[config.mk]
export PLATFORM = sky130hd
export DESIGN_NAME = pvic_top
export DESIGN_NICKNAME = d
export VERILOG_FILES = /design/src/rtl/pvic_pkg.sv /design/src/rtl/pvic_ctrl.sv /design/src/rtl/pvic_dp.sv /design/src/rtl/pvic_top.sv
export SDC_FILE = /design/constraint.sdc
export NUM_CORES = 1
export LEC_CHECK = 0
export BUFFER_PORTS_ARGS = -buffer_cell sky130_fd_sc_hd__buf_4
export CORE_ASPECT_RATIO = 0.75
export CORE_MARGIN = 2
export CORE_UTILIZATION = 47
export DETAILED_ROUTE_END_ITERATION = 16
export GPL_TIMING_DRIVEN = 0
export PLACE_DENSITY = 0.68
export SLEW_MARGIN = 20
export SYNTH_ARGS = -nofsm -noshare
export SYNTH_HDL_FRONTEND = slang
export SYNTH_SLANG_ARGS = --single-unit
[constraint.sdc]
create_clock -name clk -period 3.7 [get_ports clk]
set_input_delay 0.37 -clock clk [delete_from_list [all_inputs] [get_ports clk]]
set_output_delay 0.37 -clock clk [all_outputs]
set_load 0.05 [all_outputs]
[src/rtl/pvic_pkg.sv]
package pvic_pkg;
  // strobes passed from control to datapath
  typedef struct packed {
    logic push;    // store a newly acknowledged level
    logic pop;     // return from the newest level
    logic nmiWin;  // the acknowledged winner is the non-maskable request
  } pvicStrb_t;
endpackage

[src/rtl/pvic_ctrl.sv]
module pvic_ctrl
  import pvic_pkg::*;
#(
  parameter int NUM_LVL = 8,
  localparam int RANK_W = $clog2(NUM_LVL + 2)
) (
  input  logic              clk,
  input  logic              rstN,
  input  logic [NUM_LVL-1:0] irqLine,
  input  logic              nmiReq,
  input  logic              intAck,
  input  logic              retPulse,
  input  logic [RANK_W-1:0] curRank,
  input  logic              ackBusy,
  output logic              intReq,
  output pvicStrb_t         strb,
  output logic [RANK_W-1:0] pushRank
);
  // rank 0 = non-maskable, rank i+1 = line i, rank NUM_LVL+1 = none
  localparam logic [RANK_W-1:0] IDLE_RANK = RANK_W'(NUM_LVL + 1);

  logic nmiLast, nmiPend, nmiElig;
  logic [NUM_LVL-1:0] lineElig;
  logic [RANK_W-1:0] winRank;
  logic accept;

  // non-maskable edge capture
  always_ff @(posedge clk or negedge rstN) begin
    if (!rstN) begin
      nmiLast <= 1'b0;
      nmiPend <= 1'b0;
    end else begin
      nmiLast <= nmiReq;
      if (nmiReq && !nmiLast) nmiPend <= 1'b1;
      else if (strb.nmiWin)   nmiPend <= 1'b0;
    end
  end

  // per-line qualification against the level in service
  for (genvar i = 0; i < NUM_LVL; i++) begin : gElig
    localparam logic [RANK_W-1:0] LINE_RANK = RANK_W'(i + 1);
    assign lineElig[i] = irqLine[i] && (LINE_RANK < curRank);
  end

  assign nmiElig = nmiPend && (curRank != '0);

  // lowest rank wins
  always_comb begin
    winRank = IDLE_RANK;
    for (int i = NUM_LVL - 1; i >= 0; i--) begin
      if (lineElig[i]) winRank = RANK_W'(i + 1);
    end
    if (nmiElig) winRank = '0;
  end

  assign intReq   = nmiElig || (|lineElig);
  assign accept   = intAck && intReq && !ackBusy && !retPulse;
  assign pushRank = winRank;

  always_comb begin
    strb.push   = accept;
    strb.pop    = retPulse;
    strb.nmiWin = accept && (winRank == '0);
  end

  AST_PUSH_HIGHER: assert property (@(posedge clk) disable iff (!rstN)
    strb.push |-> (pushRank < curRank));
  AST_IDLE_REQ: assert property (@(posedge clk) disable iff (!rstN)
    ((|irqLine) && curRank == IDLE_RANK) |-> intReq);
  AST_NMI_UNMASKED: assert property (@(posedge clk) disable iff (!rstN)
    (nmiPend && curRank != '0) |-> intReq);
  AST_NO_ACK_IN_STROBE: assert property (@(posedge clk) disable iff (!rstN)
    ackBusy |-> !strb.push);
endmodule

[src/rtl/pvic_dp.sv]
module pvic_dp
  import pvic_pkg::*;
#(
  parameter int NUM_LVL = 8,
  parameter int VEC_W = 8,
  localparam int RANK_W = $clog2(NUM_LVL + 2),
  localparam int LVL_W = (NUM_LVL > 1) ? $clog2(NUM_LVL) : 1,
  localparam int DEPTH = NUM_LVL + 1,
  localparam int PTR_W = $clog2(DEPTH + 1)
) (
  input  logic              clk,
  input  logic              rstN,
  input  pvicStrb_t         strb,
  input  logic [RANK_W-1:0] pushRank,
  input  logic [VEC_W-1:0]  devVec,
  output logic [RANK_W-1:0] curRank,
  output logic              ackStb,
  output logic [LVL_W-1:0]  ackLvl,
  output logic              ackNmi,
  output logic [VEC_W-1:0]  vecOut,
  output logic              vecValid
);
  localparam logic [RANK_W-1:0] IDLE_RANK = RANK_W'(NUM_LVL + 1);
  localparam logic [PTR_W-1:0]  FULL_PTR  = PTR_W'(DEPTH);

  logic [RANK_W-1:0] stk [DEPTH];
  logic [PTR_W-1:0]  ptr;

  // in-service level stack
  always_ff @(posedge clk or negedge rstN) begin
    if (!rstN) begin
      ptr <= '0;
      for (int k = 0; k < DEPTH; k++) stk[k] <= IDLE_RANK;
    end else if (strb.push && ptr != FULL_PTR) begin
      stk[ptr] <= pushRank;
      ptr <= ptr + 1'b1;
    end else if (strb.pop && ptr != '0) begin
      ptr <= ptr - 1'b1;
    end
  end

  assign curRank = (ptr == '0) ? IDLE_RANK : stk[ptr - 1'b1];

  // acknowledge strobe and vector capture
  always_ff @(posedge clk or negedge rstN) begin
    if (!rstN) begin
      ackStb   <= 1'b0;
      ackLvl   <= '0;
      ackNmi   <= 1'b0;
      vecOut   <= '0;
      vecValid <= 1'b0;
    end else begin
      ackStb   <= strb.push;
      vecValid <= ackStb;
      if (strb.push) begin
        ackNmi <= strb.nmiWin;
        ackLvl <= strb.nmiWin ? '0 : LVL_W'(pushRank - 1'b1);
      end
      if (ackStb) vecOut <= devVec;
    end
  end

  AST_NO_OVERFLOW: assert property (@(posedge clk) disable iff (!rstN)
    strb.push |-> (ptr < FULL_PTR));
  AST_EMPTY_RET: assert property (@(posedge clk) disable iff (!rstN)
    (strb.pop && !strb.push && ptr == '0) |=> (ptr == '0));
  AST_ACK_PULSE: assert property (@(posedge clk) disable iff (!rstN)
    ackStb |=> !ackStb);
  AST_VEC_FOLLOWS: assert property (@(posedge clk) disable iff (!rstN)
    ackStb |=> vecValid);
endmodule

[src/rtl/pvic_top.sv]
module pvic_top
  import pvic_pkg::*;
#(
  parameter int NUM_LVL = 8,
  parameter int VEC_W = 8,
  localparam int RANK_W = $clog2(NUM_LVL + 2),
  localparam int LVL_W = (NUM_LVL > 1) ? $clog2(NUM_LVL) : 1
) (
  input  logic               clk,
  input  logic               rstN,
  input  logic [NUM_LVL-1:0] irqLine,
  input  logic               nmiReq,
  input  logic               intAck,
  input  logic               retPulse,
  input  logic [VEC_W-1:0]   devVec,
  output logic               intReq,
  output logic               ackStb,
  output logic [LVL_W-1:0]   ackLvl,
  output logic               ackNmi,
  output logic [VEC_W-1:0]   vecOut,
  output logic               vecValid
);
  pvicStrb_t         strb;
  logic [RANK_W-1:0] curRank, pushRank;

  pvic_ctrl #(.NUM_LVL(NUM_LVL)) uCtrl (
    .clk(clk), .rstN(rstN), .irqLine(irqLine), .nmiReq(nmiReq),
    .intAck(intAck), .retPulse(retPulse), .curRank(curRank),
    .ackBusy(ackStb), .intReq(intReq), .strb(strb), .pushRank(pushRank)
  );

  pvic_dp #(.NUM_LVL(NUM_LVL), .VEC_W(VEC_W)) uDp (
    .clk(clk), .rstN(rstN), .strb(strb), .pushRank(pushRank),
    .devVec(devVec), .curRank(curRank), .ackStb(ackStb), .ackLvl(ackLvl),
    .ackNmi(ackNmi), .vecOut(vecOut), .vecValid(vecValid)
  );
endmodule

==> impl_metrics.csv <==
group,metric,value,unit
die,core,6700,um2
sta,tightest_slew,0.711,ns
worst_setup_path,cp.arrival,3.83,ns
worst_setup_path,crit_type,"flip-flop to flip-flop",
grt,grt_first_pass_wirelength,11.3,mm
yosys,syn_area_per_cell,12.2,um2
detailed_routing,first_pass_iters,4,
sta,fin_ws,0.0725,ns
detailed_routing,ant_nets,0,
sta,fmax,276,MHz
place,globalplace.congestion,0.855,
cells_and_area,antenna_cells,0,
sta,setup_viol,0,
yosys,netlist.area_leader.share,29.6,%
worst_setup_path,reg2reg_depth,18,
yosys,synth_area_leader_cell,"dfrtp_1",
outcome,status,"finished, final reports clean",
sta,min_period,3.63,ns
detailed_routing,vias_per_cell,5.58,
die,die_y,75.6,um
sta,slew_viol_final,0,
sta,hold_viol,0,
yosys,synth_seq_cells,56,
worst_setup_path,critPathMaxStageDelay,0.46,ns
detailed_routing,routed_wl,7.30,mm
clock_tree,clock_latency,0.31,ns
yosys,ys_seq_area_share,44.4,%
die,start_util,47.9,%
grt,grt_util_met2,28.6,%
detailed_routing,drt_iter0_drc,143,
detailed_routing,drc_errors,0,
clock_tree,hold_buffers,0,
die,ioPinCount,36,
clock_tree,cts_buffers,5,
yosys,synthCells,263,
grt,antenna_found_initial,0,
yosys,postSynth.asyncResetShare,100,%
grt,grtUsageMet3,3.49,%
sta,slew_headroom,52.6,%
grt,grt_pass1_vias,2102,
worst_setup_path,endpoint_kind,"flip-flop",
cells_and_area,nets,357,
worst_setup_path,cp_cell_sequence,"buf_12, clkinv_8, ha_4, xor2_4, mux4_2, nor2_2, o41ai_4, buf_12, o311ai_4, o22ai_1, o21ai_1, a211o_1, buf_8, inv_2, ha_2, nand2_4, o21ai_4, o21ai_1",
place,hpwl,5.08,mm
place,io_buffers,35,
yosys,netlist_area,3210,um2
grt,grt_use_total,19.7,%
grt,gr-total-overflow,0,
job,maxCapViolations,0,
worst_setup_path,cp.required,3.90,ns
clock_tree,cts_tree,"built",
clock_tree,clock-root-buffer,"clkbuf_8",
place,place_ws,-0.829,ns
clock_tree,cts_buffer_depth,2,
yosys,synth_fp_nets,290,
detailed_routing,wl_per_cell,17.6,um
sta,finClkSkew,0.00784,ns
detailed_routing,vias,2314,
die,die-area,7510,um2
die,rows,26,
clock_tree,clkSlewWorstSetupHoldPaths,0.10,ns
yosys,yosys_most_used_dff,"dfrtp_1",
grt,grt_max_degree,57,
cells_and_area,area_growth,28.6,%
yosys,synth_edf_count,0,
clock_tree,cts_max_level,2,
worst_setup_path,slowest_stage,"o41ai_4",
grt,gr-usage-met1,31.1,%
yosys,yosys-top-cells-area,"dfrtp_1 (30%), dfstp_2 (15%), mux2_1 (7.7%)",
worst_setup_path,critPathLaunchType,"flip-flop",
sta,fin_crit_sh,98.0,%
min_path,min_path_type,"input pin to async pin",
worst_setup_path,path_max_fanout,7,
clock_tree,cts.sinks,56,
yosys,synth_warnings,0,
yosys,synth.distinct_cells,68,
grt,busiest_layer,"met1",
die,die_w,99.4,um
cells_and_area,drive_gt1_share,50.8,%
[flip-flops by register name, summed over array words and instances, names as in the netlist]
register / flops
uDp.ackNmi: 1
uDp.ackLvl: 3
uCtrl.nmiPend: 1
uDp.vecValid: 1
uDp.ptr: 4
uCtrl.nmiLast: 1
uDp.vecOut: 8
uDp.stk: 36
uDp.ackStb: 1
[worst max-delay path: cells and delay by family (launching register included)]
family          cells  cell delay, ns
compound gates      7            1.45
xor+xnor            1            0.29
fa+ha+maj           2            0.38
buf+inv             5            0.58
flops               1            0.44
mux                 1            0.26
simple gates        2            0.12
[synthesized netlist by cell type, drive strengths merged, types with 2 or more instances]
cell,count
ha,6
xnor2,3
dfstp,18
mux2i,7
mux2,44
inv,14
a31o,2
o2bb2ai,2
nor4,4
a2111oi,3
dfrtp,38
xor2,3
buf,10
nand2,19
clkbuf,2
and2,6
nor2,14
nand3,7
nor3,2
and3,4
mux4,3
a211oi,2
a21oi,7
o21ai,16
a31oi,2
[area by class of cell]
class / count / area [um2]
Clock buffer: 5 / 68.8
Fill cell: 545 / 2570
Clock inverter: 3 / 18.8
Inverter: 14 / 70.1
Tap cell: 84 / 105
Sequential cell: 56 / 1430
Multi-Input combinational cell: 181 / 1830
Timing Repair Buffer: 62 / 489
Buffer: 10 / 118
[stage by stage]
stage               utilization (%)  TNS [ns]  area [um2]  hold WS [ns]  cells
floorplan                         -         0        3250        0.0744    263
global placement               54.0    -18.83        3620         0.385    382
detailed placement             54.1    -12.94        3630         0.403    384
CTS                            58.4         0        3910         0.122    403
global route                   61.6    -0.588        4130         0.151    415
finish                         61.6         0        4130        0.0961    415
[placed cells by master (no fill, tap or decap), drive strengths merged, types with 2 or more instances in the layout]
cell type / instances
buf: 71
mux2: 44
dfrtp: 38
nand2: 19
dfstp: 18
o21ai: 16
nor2: 14
inv: 13
mux2i: 7
a21oi: 7
nand3: 7
clkbuf: 6
and2: 6
ha: 6
nor4: 4
and3: 4
clkinv: 4
mux4: 3
xnor2: 3
xor2: 3
a2111oi: 3
nor3: 2
a31oi: 2
a31o: 2
a211oi: 2
o2bb2ai: 2
[cell families (layout without fill, tap and decap cells)]
logic type / count (synthesis) / in the layout / share of synthesized area, %
AOI/OAI and AO/OA: 50 / 50 / 12.4
xor gates and xnor gates: 6 / 6 / 2.69
adders and majority gates: 6 / 6 / 2.34
buffers and inverters: 26 / 94 / 4.95
DFF: 56 / 56 / 44.4
muxes: 54 / 54 / 21.1
and+or+nand+nor: 65 / 65 / 12.1
[worst paths after layout]
check / start / end / slack (ns)
worst max-delay path: uDp.ptr[0] / uCtrl.nmiPend / 0.07
worst min-delay path: rstN / uDp.vecOut[6] / 0.1
worst max register to register: uDp.ptr[0] / uCtrl.nmiPend / 0.07
worst min register to register: uCtrl.nmiLast / uCtrl.nmiPend / 0.41
max in group asynchronous: rstN / uDp.ptr[1] / 3.10
min in group clk: nmiReq / uCtrl.nmiLast / 0.17
[per-layer routing]
layer,part of all wire (%),vias up
met5,0,-
met1,50,1162
li1,-,1093
met3,4.6,7
met2,45,52
met4,0.77,0
[repair_timing]
action                                  4_1_cts  5_1_grt
gates resized for setup                      22       25
endpoints found under the setup margin       46       29
pin swaps                                     7       12
setup buffers                                11       14
Power is not shown: default switching activity piles up to over one toggle a cycle in this logic, so the estimate is an artifact.
